### config.mk
export PLATFORM = sky130hd
export DESIGN_NAME = bsub_top
export DESIGN_NICKNAME = d
export VERILOG_FILES = /design/src/rtl/bsub_pkg.sv /design/src/rtl/bsub_state_mem.sv /design/src/rtl/bsub_bound_trk.sv /design/src/rtl/bsub_top.sv
export SDC_FILE = /design/constraint.sdc
export NUM_CORES = 1
export LEC_CHECK = 0
export ABC_AREA = 1
export BUFFER_PORTS_ARGS = -buffer_cell sky130_fd_sc_hd__buf_2
export CORE_MARGIN = 4
export CORE_UTILIZATION = 31
export DETAILED_ROUTE_END_ITERATION = 8
export MAX_ROUTING_LAYER = met4
export PLACE_DENSITY = 0.43
export SETUP_SLACK_MARGIN = 0.02
export SYNTH_ARGS = -nofsm -noshare
export SYNTH_HDL_FRONTEND = slang
export SYNTH_SLANG_ARGS = --single-unit
### constraint.sdc
create_clock -name clk_i -period 7.22 [get_ports clk_i]
set_input_delay 0.722 -clock clk_i [delete_from_list [all_inputs] [get_ports clk_i]]
set_output_delay 0.722 -clock clk_i [all_outputs]
set_load 0.02 [all_outputs]
### src/rtl/bsub_pkg.sv
package bsub_pkg;
  typedef enum logic {
    MODE_SLOW = 1'b0,
    MODE_FAST = 1'b1
  } rate_mode_e;

  localparam int unsigned ST_MAX_BIT = 1;
  localparam int unsigned ST_MIN_BIT = 0;
endpackage

### src/rtl/bsub_state_mem.sv
module bsub_state_mem #(
  parameter int unsigned NUM_PIX   = 16,
  parameter int unsigned DATA_W    = 8,
  parameter int unsigned CNT_W     = 6,
  parameter int unsigned IDX_W     = 4,
  parameter logic [DATA_W-1:0] RST_BOUND = '0
) (
  input  logic              clk_i,
  input  logic              rst_ni,
  input  logic [IDX_W-1:0]  idx_i,
  output logic [DATA_W-1:0] rd_bound_o,
  output logic [CNT_W-1:0]  rd_cnt_o,
  output logic              rd_fast_o,
  input  logic              we_i,
  input  logic [DATA_W-1:0] wr_bound_i,
  input  logic [CNT_W-1:0]  wr_cnt_i,
  input  logic              wr_fast_i
);
  logic [DATA_W-1:0] bound_q [NUM_PIX];
  logic [CNT_W-1:0]  cnt_q   [NUM_PIX];
  logic [NUM_PIX-1:0] fast_q;

  assign rd_bound_o = bound_q[idx_i];
  assign rd_cnt_o   = cnt_q[idx_i];
  assign rd_fast_o  = fast_q[idx_i];

  for (genvar p = 0; p < NUM_PIX; p++) begin : g_ent
    always_ff @(posedge clk_i or negedge rst_ni) begin
      if (!rst_ni) begin
        bound_q[p] <= RST_BOUND;
        cnt_q[p]   <= '0;
        fast_q[p]  <= 1'b0;
      end else if (we_i && (idx_i == IDX_W'(p))) begin
        bound_q[p] <= wr_bound_i;
        cnt_q[p]   <= wr_cnt_i;
        fast_q[p]  <= wr_fast_i;
      end
    end
  end
endmodule

### src/rtl/bsub_bound_trk.sv
module bsub_bound_trk
  import bsub_pkg::*;
#(
  parameter int unsigned DATA_W  = 8,
  parameter int unsigned CNT_W   = 6,
  parameter int unsigned SHIFT_W = 3,
  parameter int unsigned MARGIN  = 4,
  parameter bit          UPPER   = 1'b1
) (
  input  logic               clk_i,
  input  logic               rst_ni,
  input  logic [DATA_W-1:0]  sample_i,
  input  logic [DATA_W-1:0]  bound_i,
  input  logic [CNT_W-1:0]   cnt_i,
  input  rate_mode_e         mode_i,
  input  logic [CNT_W-1:0]   div_fast_i,
  input  logic [CNT_W-1:0]   div_slow_i,
  input  logic [SHIFT_W-1:0] shift_i,
  output logic               hot_o,
  output logic [DATA_W-1:0]  bound_o,
  output logic [CNT_W-1:0]   cnt_o,
  output rate_mode_e         mode_o
);
  localparam int unsigned EW = DATA_W + 2;
  localparam logic signed [EW-1:0] MARG = EW'(MARGIN);

  logic signed [EW-1:0] s_w, b_w, diff_w, step_w, sum_w;
  logic [CNT_W-1:0] div_sel, div_eff, eff_cnt;
  logic [CNT_W:0]   eff_inc;
  logic             switched, fire;

  assign s_w = $signed({2'b00, sample_i});
  assign b_w = $signed({2'b00, bound_i});

  if (UPPER) begin : g_up
    assign hot_o = s_w > (b_w + MARG);
  end else begin : g_lo
    assign hot_o = (s_w + MARG) < b_w;
  end

  assign mode_o   = hot_o ? MODE_FAST : MODE_SLOW;
  assign switched = (mode_o != mode_i);

  // frame divider: restart on mode change, 0 behaves as 1
  assign div_sel = hot_o ? div_fast_i : div_slow_i;
  assign div_eff = (div_sel == '0) ? CNT_W'(1) : div_sel;
  assign eff_cnt = switched ? '0 : cnt_i;
  assign eff_inc = {1'b0, eff_cnt} + (CNT_W+1)'(1);
  assign fire    = eff_inc >= {1'b0, div_eff};
  assign cnt_o   = fire ? '0 : eff_inc[CNT_W-1:0];

  // first-order step with saturation
  assign diff_w = s_w - b_w;
  assign step_w = diff_w >>> shift_i;
  assign sum_w  = b_w + step_w;

  always_comb begin
    if (!fire)                bound_o = bound_i;
    else if (sum_w[EW-1])     bound_o = '0;
    else if (sum_w[EW-2])     bound_o = '1;
    else                      bound_o = sum_w[DATA_W-1:0];
  end

  a_r6_step_toward_sample: assert property (@(posedge clk_i) disable iff (!rst_ni)
    fire |-> ((bound_o >= ((sample_i < bound_i) ? sample_i : bound_i)) &&
              (bound_o <= ((sample_i > bound_i) ? sample_i : bound_i))));
endmodule

### src/rtl/bsub_top.sv
module bsub_top
  import bsub_pkg::*;
#(
  parameter int unsigned NUM_PIX = 16,
  parameter int unsigned DATA_W  = 8,
  parameter int unsigned CNT_W   = 6,
  parameter int unsigned SHIFT_W = 3,
  parameter int unsigned MARGIN  = 4,
  localparam int unsigned IDX_W  = (NUM_PIX > 1) ? $clog2(NUM_PIX) : 1
) (
  input  logic               clk_i,
  input  logic               rst_ni,
  input  logic               valid_i,
  input  logic               init_i,
  input  logic [IDX_W-1:0]   pix_idx_i,
  input  logic [DATA_W-1:0]  sample_i,
  input  logic [CNT_W-1:0]   div_fast_i,
  input  logic [CNT_W-1:0]   div_slow_i,
  input  logic [SHIFT_W-1:0] shift_i,
  output logic               status_valid_o,
  output logic [IDX_W-1:0]   status_idx_o,
  output logic [1:0]         status_o
);
  logic [1:0] hot;

  // side 1 = upper bound (hot-max), side 0 = lower bound (hot-min)
  for (genvar g = 0; g < 2; g++) begin : g_side
    localparam bit UP = (g == 1);
    localparam logic [DATA_W-1:0] RST_B = UP ? {DATA_W{1'b0}} : {DATA_W{1'b1}};

    logic [DATA_W-1:0] rd_bound, nx_bound, wr_bound;
    logic [CNT_W-1:0]  rd_cnt, nx_cnt, wr_cnt;
    logic              rd_fast, wr_fast;
    rate_mode_e        nx_mode;

    bsub_state_mem #(
      .NUM_PIX(NUM_PIX), .DATA_W(DATA_W), .CNT_W(CNT_W), .IDX_W(IDX_W), .RST_BOUND(RST_B)
    ) u_mem (
      .clk_i(clk_i), .rst_ni(rst_ni), .idx_i(pix_idx_i),
      .rd_bound_o(rd_bound), .rd_cnt_o(rd_cnt), .rd_fast_o(rd_fast),
      .we_i(valid_i), .wr_bound_i(wr_bound), .wr_cnt_i(wr_cnt), .wr_fast_i(wr_fast)
    );

    bsub_bound_trk #(
      .DATA_W(DATA_W), .CNT_W(CNT_W), .SHIFT_W(SHIFT_W), .MARGIN(MARGIN), .UPPER(UP)
    ) u_trk (
      .clk_i(clk_i), .rst_ni(rst_ni),
      .sample_i(sample_i), .bound_i(rd_bound), .cnt_i(rd_cnt),
      .mode_i(rate_mode_e'(rd_fast)),
      .div_fast_i(div_fast_i), .div_slow_i(div_slow_i), .shift_i(shift_i),
      .hot_o(hot[g]), .bound_o(nx_bound), .cnt_o(nx_cnt), .mode_o(nx_mode)
    );

    assign wr_bound = init_i ? sample_i : nx_bound;
    assign wr_cnt   = init_i ? '0 : nx_cnt;
    assign wr_fast  = init_i ? 1'b0 : (nx_mode == MODE_FAST);
  end

  always_ff @(posedge clk_i or negedge rst_ni) begin
    if (!rst_ni) begin
      status_valid_o <= 1'b0;
      status_idx_o   <= '0;
      status_o       <= 2'b00;
    end else begin
      status_valid_o <= valid_i;
      status_idx_o   <= valid_i ? pix_idx_i : '0;
      status_o[ST_MAX_BIT] <= valid_i && !init_i && hot[1];
      status_o[ST_MIN_BIT] <= valid_i && !init_i && hot[0];
    end
  end

  a_r1_status_latency: assert property (@(posedge clk_i) disable iff (!rst_ni)
    valid_i |=> status_valid_o);
  a_r1_index_echo: assert property (@(posedge clk_i) disable iff (!rst_ni)
    valid_i |=> (status_idx_o == $past(pix_idx_i)));
  a_r9_idle_quiet: assert property (@(posedge clk_i) disable iff (!rst_ni)
    !valid_i |=> (!status_valid_o && (status_o == 2'b00)));
  a_r7_init_reports_cold: assert property (@(posedge clk_i) disable iff (!rst_ni)
    (valid_i && init_i) |=> (status_o == 2'b00));
endmodule

==> flow_summary.toml, run 1 <==
[run_status]
status = "finished, final reports clean"

[grt]
grt_max_degree = 154
met2_usage_pct = 38.35
grt_use_met1_pct = 30.58
grt_pass1_vias = 22610
busiest_layer = "met2"
antenna_found_initial = 2
grt_pass1_wl_mm = 148.1
grt_use_total_pct = 23.37
grt-ovfl-total = 0
globalRouteMet3Util_pct = 3.167

[worst_setup_path]
required_ps = 7710
critPathMaxFanout = 19
end_kind = "flop"
cp_top_family = "compound AO/OA/AOI/OAI gates"
path_class = "in -> reg"
r2r_start = "g_side[0].u_mem.bound_q[0]"
cp_slowest_cell = "fa_1"
crit_arrival_ps = 7120
r2r_slack_ps = 1130
critPathMostFrequentCell = "nand2_1"
reg2reg_depth = 33
start_kind = "input pin"
r2r-end = "g_side[0].u_mem.bound_q[7]"
slowest_delay_ps = 450
timing.critical_path.buf_inv = 6

[floorplan]
die_x_um = 293.5
fp.dieH_um = 293.5
die-area_mm2 = 0.08614
placementRows = 104
ios = 38
floorplan.initialDensity_pct = 31.32
core-area_mm2 = 0.08068

[timing]
finalSetupTns_ps = 0
slew_violations = 0
tightest_slew_ps = 1213
min_period_ps = 6629
finalHoldViolations = 0
setup_viol = 0
timing.fmax_ghz = 0.1508
hold_ws_ps = 122.0
timing.final.crit_share_pct = 91.82
finClkSkew_ps = 28.10
grt_setup_unrepaired = "false"
slew_headroom_pct = 19.02

[routing]
via_per_inst = 5.218
route.detailed.drc = 0
drt_iter0_markers = 1931
wire_per_inst_um = 22.61
routed_wl_mm = 98.53
num_vias = 22740
first_pass_iters = 5
ant_nets = 0

[synth]
yosys_most_used_dff = "dfrtp_1"
syn_nets = 3317
yosysUniqueCellTypes = 50
yosysSeqAreaShare_pct = 48.86
synth_area_per_cell_um2 = 7.842
async_flop_share_pct = 100.0
yosys_register_bits = 487
yosys_warnings = 0
yosysTopAreaCellShare_pct = 35.55
synth_edf_count = 0
synth_top_family_by_area = "simple AND/OR/NAND/NOR gates"
synth_compound_gate_area_share_pct = 11.72
synth_top_area_cell = "dfrtp_1"
synthAdderAreaFrac_pct = 3.288
synthMuxAreaShare_pct = 0.07923
synth_area_mm2 = 0.02527
synthTopCellsByArea = "dfrtp_1, nand2_1, dfstp_2"
synth-xor-area-share_pct = 1.342
syn_inst = 3222
synth-simple-area-share_pct = 28.93

[clock_tree]
root_buffer = "clkbuf_16"
cts_buffers = 56
cts_resized = 0
cts_tree = "yes"
clk_path_buf_depth = 3
htreeDepth = 2
cts_hold_buf = 0
cts.clk_slew.worst_paths_ps = 60
postCtsSetupRepairBufs = 0
worstSkewPairLatency_ps = 620
clkSinkCount = 487

[cells_and_area]
final_cell_mix = "nand2_1, dfrtp_1, o21ai_0"
fin_nets = 3349
drive_above_1_share_pct = 14.75
area_delta_synth_final_pct = 14.50
stdcell_count = 4357
nFillCells = 8361
layout_commonest_cell = "nand2_1"

[run]
maxCapViolations = 0

[placement]
port_buffers = 37
placed_cells = 4256
dpl.hpwl_mm = 60.17
place.gp.congestion = 0.8406

[power]
p_clk_share_pct = 29.2
intPower_mw = 6.309
p_switching_mw = 3.369
pwr-share-seq_pct = 41.2
pwr-share-comb_pct = 29.7
swShare_pct = 34.81
p_total_mw = 9.679
peakVddDrop_mv = 0.1995
powerDensity_mw_per_mm2 = 334.5
power.leakage_nw = 14.43

[worst_hold_path]
hp-class = "in -> async"
layer usage:
metal  part of all wire (%)  wire length (µm)  vias to the layer above
met5                      0                 0                        -
met4                    2.8              2756                        0
met3                    5.8              5698                      153
met2                     48             46930                      779
met1                     44             43150                    11290
li1                       -                 -                    10510
metrics by stage:
| step | area (µm²) | worst slack, ps | util [%] |
|---|---|---|---|
| floorplan | 25270 | 858.0 | - |
| global placement | 27140 | 48.39 | 33.64 |
| detailed placement | 27140 | -72.61 | 33.64 |
| CTS | 28930 | 546.5 | 35.86 |
| global route | 28930 | 31.43 | 35.86 |
| finish | 28930 | 590.7 | 35.86 |
cells in the mapped netlist (all sizes together), types with 27 or more instances:
master	number
xor2	27
inv	114
o22ai	57
buf	74
nor2	108
ha	60
o21ai	238
nand3	89
nand4	30
nor3	60
dfrtp	359
clkbuf	129
dfstp	128
a21oi	50
nand2	1509
a22oi	96
cells by family after synthesis:
family | Yosys count
and+or+nand+nor | 1809
AOI/OAI and AO/OA | 494
DFF | 487
buffers and inverters | 329
adders and majority gates | 64
xor gates and xnor gates | 37
muxes | 2
worst max-delay path by stage:
| stage | startpoint | slack (ps) | depth (start not counted) | end |
|---|---|---|---|---|
| final | pix_idx_i[0] | 590 | 37 | g_side[1].u_mem.bound_q[19] |
| after global routing | pix_idx_i[0] | 30 | 37 | g_side[1].u_mem.bound_q[8] |
| after CTS | pix_idx_i[0] | 550 | 37 | g_side[1].u_mem.bound_q[112] |
| after detailed placement | pix_idx_i[0] | -70 | 37 | g_side[1].u_mem.bound_q[48] |
| after global placement | pix_idx_i[0] | 50 | 37 | g_side[1].u_mem.bound_q[48] |
| after floorplan | pix_idx_i[0] | 860 | 34 | g_side[0].u_mem.cnt_q[19] |
final cells by class:
| cell class | count | area (µm²) | share of cell area [%] |
|---|---|---|---|
| Inverter | 126 | 473.0 | 1.635 |
| Clock inverter | 13 | 141.4 | 0.4887 |
| Timing Repair Buffer | 177 | 1471 | 5.086 |
| Multi-Input combinational cell | 2406 | 11520 | 39.83 |
| Clock buffer | 87 | 1648 | 5.696 |
| Sequential cell | 487 | 12350 | 42.68 |
| Tap cell | 1060 | 1326 | 4.584 |
| Antenna cell | 1 | 2.502 | 0.008649 |
worst register-to-register path, delay by kind of cell, from the launching register on:
kind	cells	cell delay, ps
and+or+nand+nor	17	2220
DFF	1	370
buffers and inverters	1	150
xor gates and xnor gates	2	470
adders and majority gates	4	1490
AOI/OAI and AO/OA	9	1330
state kept, by name, indices dropped and copies added (netlist names):
name / cells
g_side.u_mem.bound_q: 256
g_side.u_mem.cnt_q: 192
g_side.u_mem.fast_q: 32
status_idx_o: 4
status_o: 2
status_valid_o: 1
power groups by stage:
| stage | registers [mW] | logic, mW | clock network (mW) |
|---|---|---|---|
| 3_5_place_dp | 4.02 | 2.86 | 0 |
| 6_report | 3.99 | 2.87 | 2.82 |
| 3_3_place_gp | 4.00 | 2.81 | 0 |
| 5_1_grt | 4.07 | 3.25 | 3.01 |
| 4_1_cts | 3.98 | 2.88 | 2.89 |
| 2_1_floorplan | 3.92 | 1.93 | 0 |
Note: power is estimated with default switching activity, not from simulation.
==> run 2: changes to the inputs <==
--- a/config.mk
+++ b/config.mk
@@ -7,6 +7,8 @@
 export LEC_CHECK = 0
 export ABC_AREA = 1
 export BUFFER_PORTS_ARGS = -buffer_cell sky130_fd_sc_hd__buf_2
+export CAP_MARGIN = 20
+export CORE_ASPECT_RATIO = 1.25
 export CORE_MARGIN = 4
 export CORE_UTILIZATION = 31
 export DETAILED_ROUTE_END_ITERATION = 8
==> flow_summary.toml, run 2 (synthesized netlist as in run 1, its figures left out) <==
[run_status]
status = "finished, final reports clean"

[floorplan]
die_x_um = 263.4
core-area_mm2 = 0.08041
placementRows = 116
fp.dieH_um = 327.2
floorplan.initialDensity_pct = 31.43
die-area_mm2 = 0.08617
ios = 38

[routing]
wire_per_inst_um = 22.96
drt_iter0_markers = 2093
routed_wl_mm = 99.93
ant_nets = 0
first_pass_iters = 6
via_per_inst = 5.155
num_vias = 22430
route.detailed.drc = 0

[grt]
grt_pass1_vias = 22270
grt_max_degree = 143
grt_use_total_pct = 23.46
antenna_found_initial = 0
grt_pass1_wl_mm = 148.4
grt-ovfl-total = 0

[worst_setup_path]
cp_slowest_cell = "or4_1"
path_class = "in -> reg"
r2r_slack_ps = 970
crit_arrival_ps = 7080
end_kind = "flop"
required_ps = 7730
start_kind = "input pin"
critPathMostFrequentCell = "nand2_1"
critPathMaxFanout = 16
slowest_delay_ps = 760

[timing]
setup_viol = 0
slew_headroom_pct = 24.85
timing.final.crit_share_pct = 90.97
finalSetupTns_ps = 0
tightest_slew_ps = 1126
slew_violations = 0
finClkSkew_ps = 40.58
min_period_ps = 6568
finalHoldViolations = 0
grt_setup_unrepaired = "false"
timing.fmax_ghz = 0.1523

[cells_and_area]
nFillCells = 8348
post-route-cell-area_mm2 = 0.02891
largestRegisters = "g_side.u_mem.bound_q: 256 flops, g_side.u_mem.cnt_q: 192 flops, g_side.u_mem.fast_q: 32 flops"
layout_commonest_cell = "nand2_1"
stdcell_count = 4352
largest_reg_flops = 256
final_cell_mix = "nand2_1, dfrtp_1, o21ai_0"
utilization_pct = 35.96
area_delta_synth_final_pct = 14.43
top_register = "g_side.u_mem.bound_q"
drive_above_1_share_pct = 14.75
fin_nets = 3340

[clock_tree]
worstSkewPairLatency_ps = 630
htreeDepth = 2
clkSinkCount = 487
root_buffer = "clkbuf_16"
postCtsSetupRepairBufs = 0
clk_path_buf_depth = 3
cts.clk_slew.worst_paths_ps = 60
cts_tree = "yes"
cts_buffers = 53
cts_hold_buf = 0

[power]
peakVddDrop_mv = 0.1714
power.leakage_nw = 14.41
p_total_mw = 9.600
powerDensity_mw_per_mm2 = 332.0

[placement]
dpl.hpwl_mm = 61.37
place_area_mm2 = 0.02717
place.gp.congestion = 0.8674
port_buffers = 37
placed_cells = 4252

[run]
maxCapViolations = 0

[worst_hold_path]
hp-class = "in -> async"
## run 2: what timing repair did
action / CTS / global route
gates resized for setup: 0 / 3
setup endpoints to repair: 0 / 14
hold endpoints to repair: 0 / 0
## run 2: worst paths after layout
path / start / endpoint / cells past startpoint
min in group clk_i: valid_i / status_valid_o / 1
setup / recovery: pix_idx_i[1] / g_side[0].u_mem.cnt_q[88] / 34
hold reg to reg: g_side[0].u_mem.bound_q[87] / g_side[0].u_mem.bound_q[87] / 2
hold / removal: rst_ni / g_side[1].u_mem.cnt_q[1] / 1
setup reg to reg: g_side[0].u_mem.bound_q[24] / g_side[0].u_mem.cnt_q[88] / 31
max in group asynchronous: rst_ni / g_side[1].u_mem.bound_q[50] / 2
## run 2: area by class of cell
type                            count  area (µm²)  share of cell area, %
Multi-Input combinational cell   2406       11530                  39.87
Tap cell                         1062        1329                  4.596
Clock inverter                     20       147.6                 0.5106
Sequential cell                   487       12350                  42.70
Timing Repair Buffer              171        1501                  5.193
Clock buffer                       79        1584                  5.478
Antenna cell                        1       2.502               0.008655
Inverter                          126       475.5                  1.644
## run 2: worst max-delay path, delay by kind of cell
family                   cells  cell delay, ps
XOR/XNOR                     1             160
buffers and inverters        7             850
AND/OR/NAND/NOR             12            2410
AO/OA/AOI/OAI               10            1540
adder cells (fa/ha/maj)      4            1350
## run 2: report_power, final
| group | switching (mW) | internal (mW) | total (mW) | leakage, nW |
|---|---|---|---|---|
| registers | 0.381 | 3.60 | 3.98 | 6.10 |
| logic | 1.81 | 1.07 | 2.88 | 7.45 |
| clock network | 1.21 | 1.52 | 2.74 | 0.858 |
| total | 3.41 | 6.19 | 9.60 | 14.4 |
## run 2: through the flow
stage          setup WS (ps)  hold WS (ps)
2_1_floorplan          858.0         426.4
3_3_place_gp          -68.98         455.3
3_5_place_dp          -174.3         456.6
4_1_cts                478.3         202.8
5_1_grt                26.12         205.4
6_report               652.2         144.0
## run 2: metal layers
metal	wire [µm]	GRT usage, %	vias up
li1	-	-	10490
met1	41240	28.89	11030
met2	48560	39.02	701
met3	5766	3.583	208
met4	4364	9.112	0
met5	0	-	-
==> run 3: changes to the inputs <==
==> constraint.sdc (replaced) <==
create_clock -name clk_i -period 7.22 [get_ports clk_i]
set_input_delay 2.166 -clock clk_i [delete_from_list [all_inputs] [get_ports clk_i]]
set_output_delay 2.166 -clock clk_i [all_outputs]
set_load 0.02 [all_outputs]
==> flow_summary.toml, run 3 (synthesized netlist as in run 1, its figures left out) <==
[power]
power.leakage_nw = 15.69
peakVddDrop_mv = 0.1891
pwr-share-comb_pct = 33.9
p_clk_share_pct = 28.7
p_switching_mw = 3.719
swShare_pct = 34.76
p_total_mw = 10.70
intPower_mw = 6.982
powerDensity_mw_per_mm2 = 338.9
pwr-share-seq_pct = 37.3

[routing]
num_vias = 23400
via_per_inst = 5.144
ant_nets = 0
first_pass_iters = 6
routed_wl_mm = 104.4
wire_per_inst_um = 22.94
drt_iter0_markers = 2076
route.detailed.drc = 0

[timing]
finalHoldViolations = 0
slew_headroom_pct = 22.74
timing.final.crit_share_pct = 97.26
hold_ws_ps = 465.0
grt_setup_unrepaired = "true"
slew_violations = 0
tightest_slew_ps = 1157
timing.fmax_ghz = 0.1424
finClkSkew_ps = 25.34
finalSetupTns_ps = 0
min_period_ps = 7022
setup_viol = 0

[cells_and_area]
layout_commonest_cell = "nand2_1"
post-route-cell-area_mm2 = 0.03157
largest_reg_flops = 256
largestRegisters = "g_side.u_mem.bound_q: 256 flops, g_side.u_mem.cnt_q: 192 flops, g_side.u_mem.fast_q: 32 flops"
final_cell_mix = "nand2_1, dfrtp_1, buf_4"
drive_above_1_share_pct = 22.40
n_antenna_cell = 0
seq_area_mm2 = 0.01235
nFillCells = 8177
multiInputGateArea_mm2 = 0.01204
fin_nets = 3535
top_register = "g_side.u_mem.bound_q"
utilization_pct = 39.27
area_delta_synth_final_pct = 24.96

[clock_tree]
cts_buffers = 56
clkSinkCount = 487
worstSkewPairLatency_ps = 640
htreeDepth = 2
clk_path_buf_depth = 3
root_buffer = "clkbuf_16"
cts.clk_slew.worst_paths_ps = 60
cts_tree = "yes"
cts_hold_buf = 0

[placement]
dpl.hpwl_mm = 64.27
place_area_mm2 = 0.02872
place.gp.congestion = 0.8810
port_buffers = 37

[floorplan]
core-area_mm2 = 0.08041
die_x_um = 263.4
die-area_mm2 = 0.08617
ios = 38
placementRows = 116
fp.dieH_um = 327.2
floorplan.initialDensity_pct = 31.43

[worst_setup_path]
critPathMaxFanout = 8
cp_slowest_cell = "fa_2"
end_kind = "flop"
slowest_delay_ps = 400
r2r_start = "g_side[1].u_mem.bound_q[56]"
startpoint = "pix_idx_i[0]"
crit_arrival_ps = 7600
path_class = "in -> reg"
required_ps = 7790
start_kind = "input pin"

[run_status]
status = "finished, final reports clean"

[run]
maxCapViolations = 0

[grt]
grt_max_degree = 145
grt_pass1_wl_mm = 151.6
antenna_found_initial = 0
grt_pass1_vias = 23060
grt-ovfl-total = 0
grt_use_total_pct = 23.84

[worst_hold_path]
hp-class = "reg -> reg"
hp-start = "g_side[0].u_mem.bound_q[69]"
## run 3: cell type report
cell class | instances | area share, %
timing repair buffer | 361 | 10.68
inverter | 126 | 1.585
tap | 1062 | 4.208
clock inverter | 27 | 1.133
multi-input combinational | 2408 | 38.14
clock buffer | 78 | 5.148
sequential | 487 | 39.10
## run 3: repair_timing
item | in CTS | in global routing
resized for setup | 6 | 143
buffers inserted | 0 | 29
endpoints found under the setup margin | 219 | 448
pin swaps | 0 | 80
gates cloned | 0 | 8
## run 3: power by group through the flow
stage	sequential (mW)	combinational [mW]	clock, mW
floorplan	3.92	1.99	0
global placement	4.00	3.31	0
detailed placement	4.02	3.36	0
CTS	3.98	3.38	3.15
global route	4.08	4.01	3.25
finish	4.00	3.63	3.08
## run 3: worst max-delay path: cells and delay by family
kind,cells,cell delay [ps]
xor gates and xnor gates,2,300
and+or+nand+nor,19,1650
buffers and inverters,11,1250
AOI/OAI and AO/OA,10,1360
adders and majority gates,3,830
## run 3: per-layer routing
metal / vias to the layer above / part of all wire [%] / GRT usage (%)
met2: 725 / 50 / 41.26
met1: 11580 / 41 / 28.99
met3: 205 / 5.4 / 3.185
met5: - / 0 / -
li1: 10890 / - / -
met4: 0 / 4.0 / 7.622
## run 3: metrics by stage
| stage | std cells | setup slack, ps |
|---|---|---|
| floorplan | 3222 | 4.269 |
| global placement | 4407 | -675.3 |
| detailed placement | 4408 | -819.4 |
| CTS | 4513 | 30.96 |
| global route | 4549 | -85.04 |
| finish | 4549 | 197.6 |
## run 3: path summary, 6_finish.rpt
check | slack [ps] | depth (start not counted) | endpoint
min in group asynchronous | 1470 | 1 | g_side[0].u_mem.cnt_q[49]
max | 200 | 45 | g_side[0].u_mem.bound_q[10]
min | 460 | 2 | g_side[0].u_mem.bound_q[69]
max in group asynchronous | 4410 | 2 | g_side[1].u_mem.bound_q[81]
min reg2reg | 460 | 2 | g_side[0].u_mem.bound_q[69]
max reg2reg | 1840 | 33 | g_side[1].u_mem.bound_q[125]
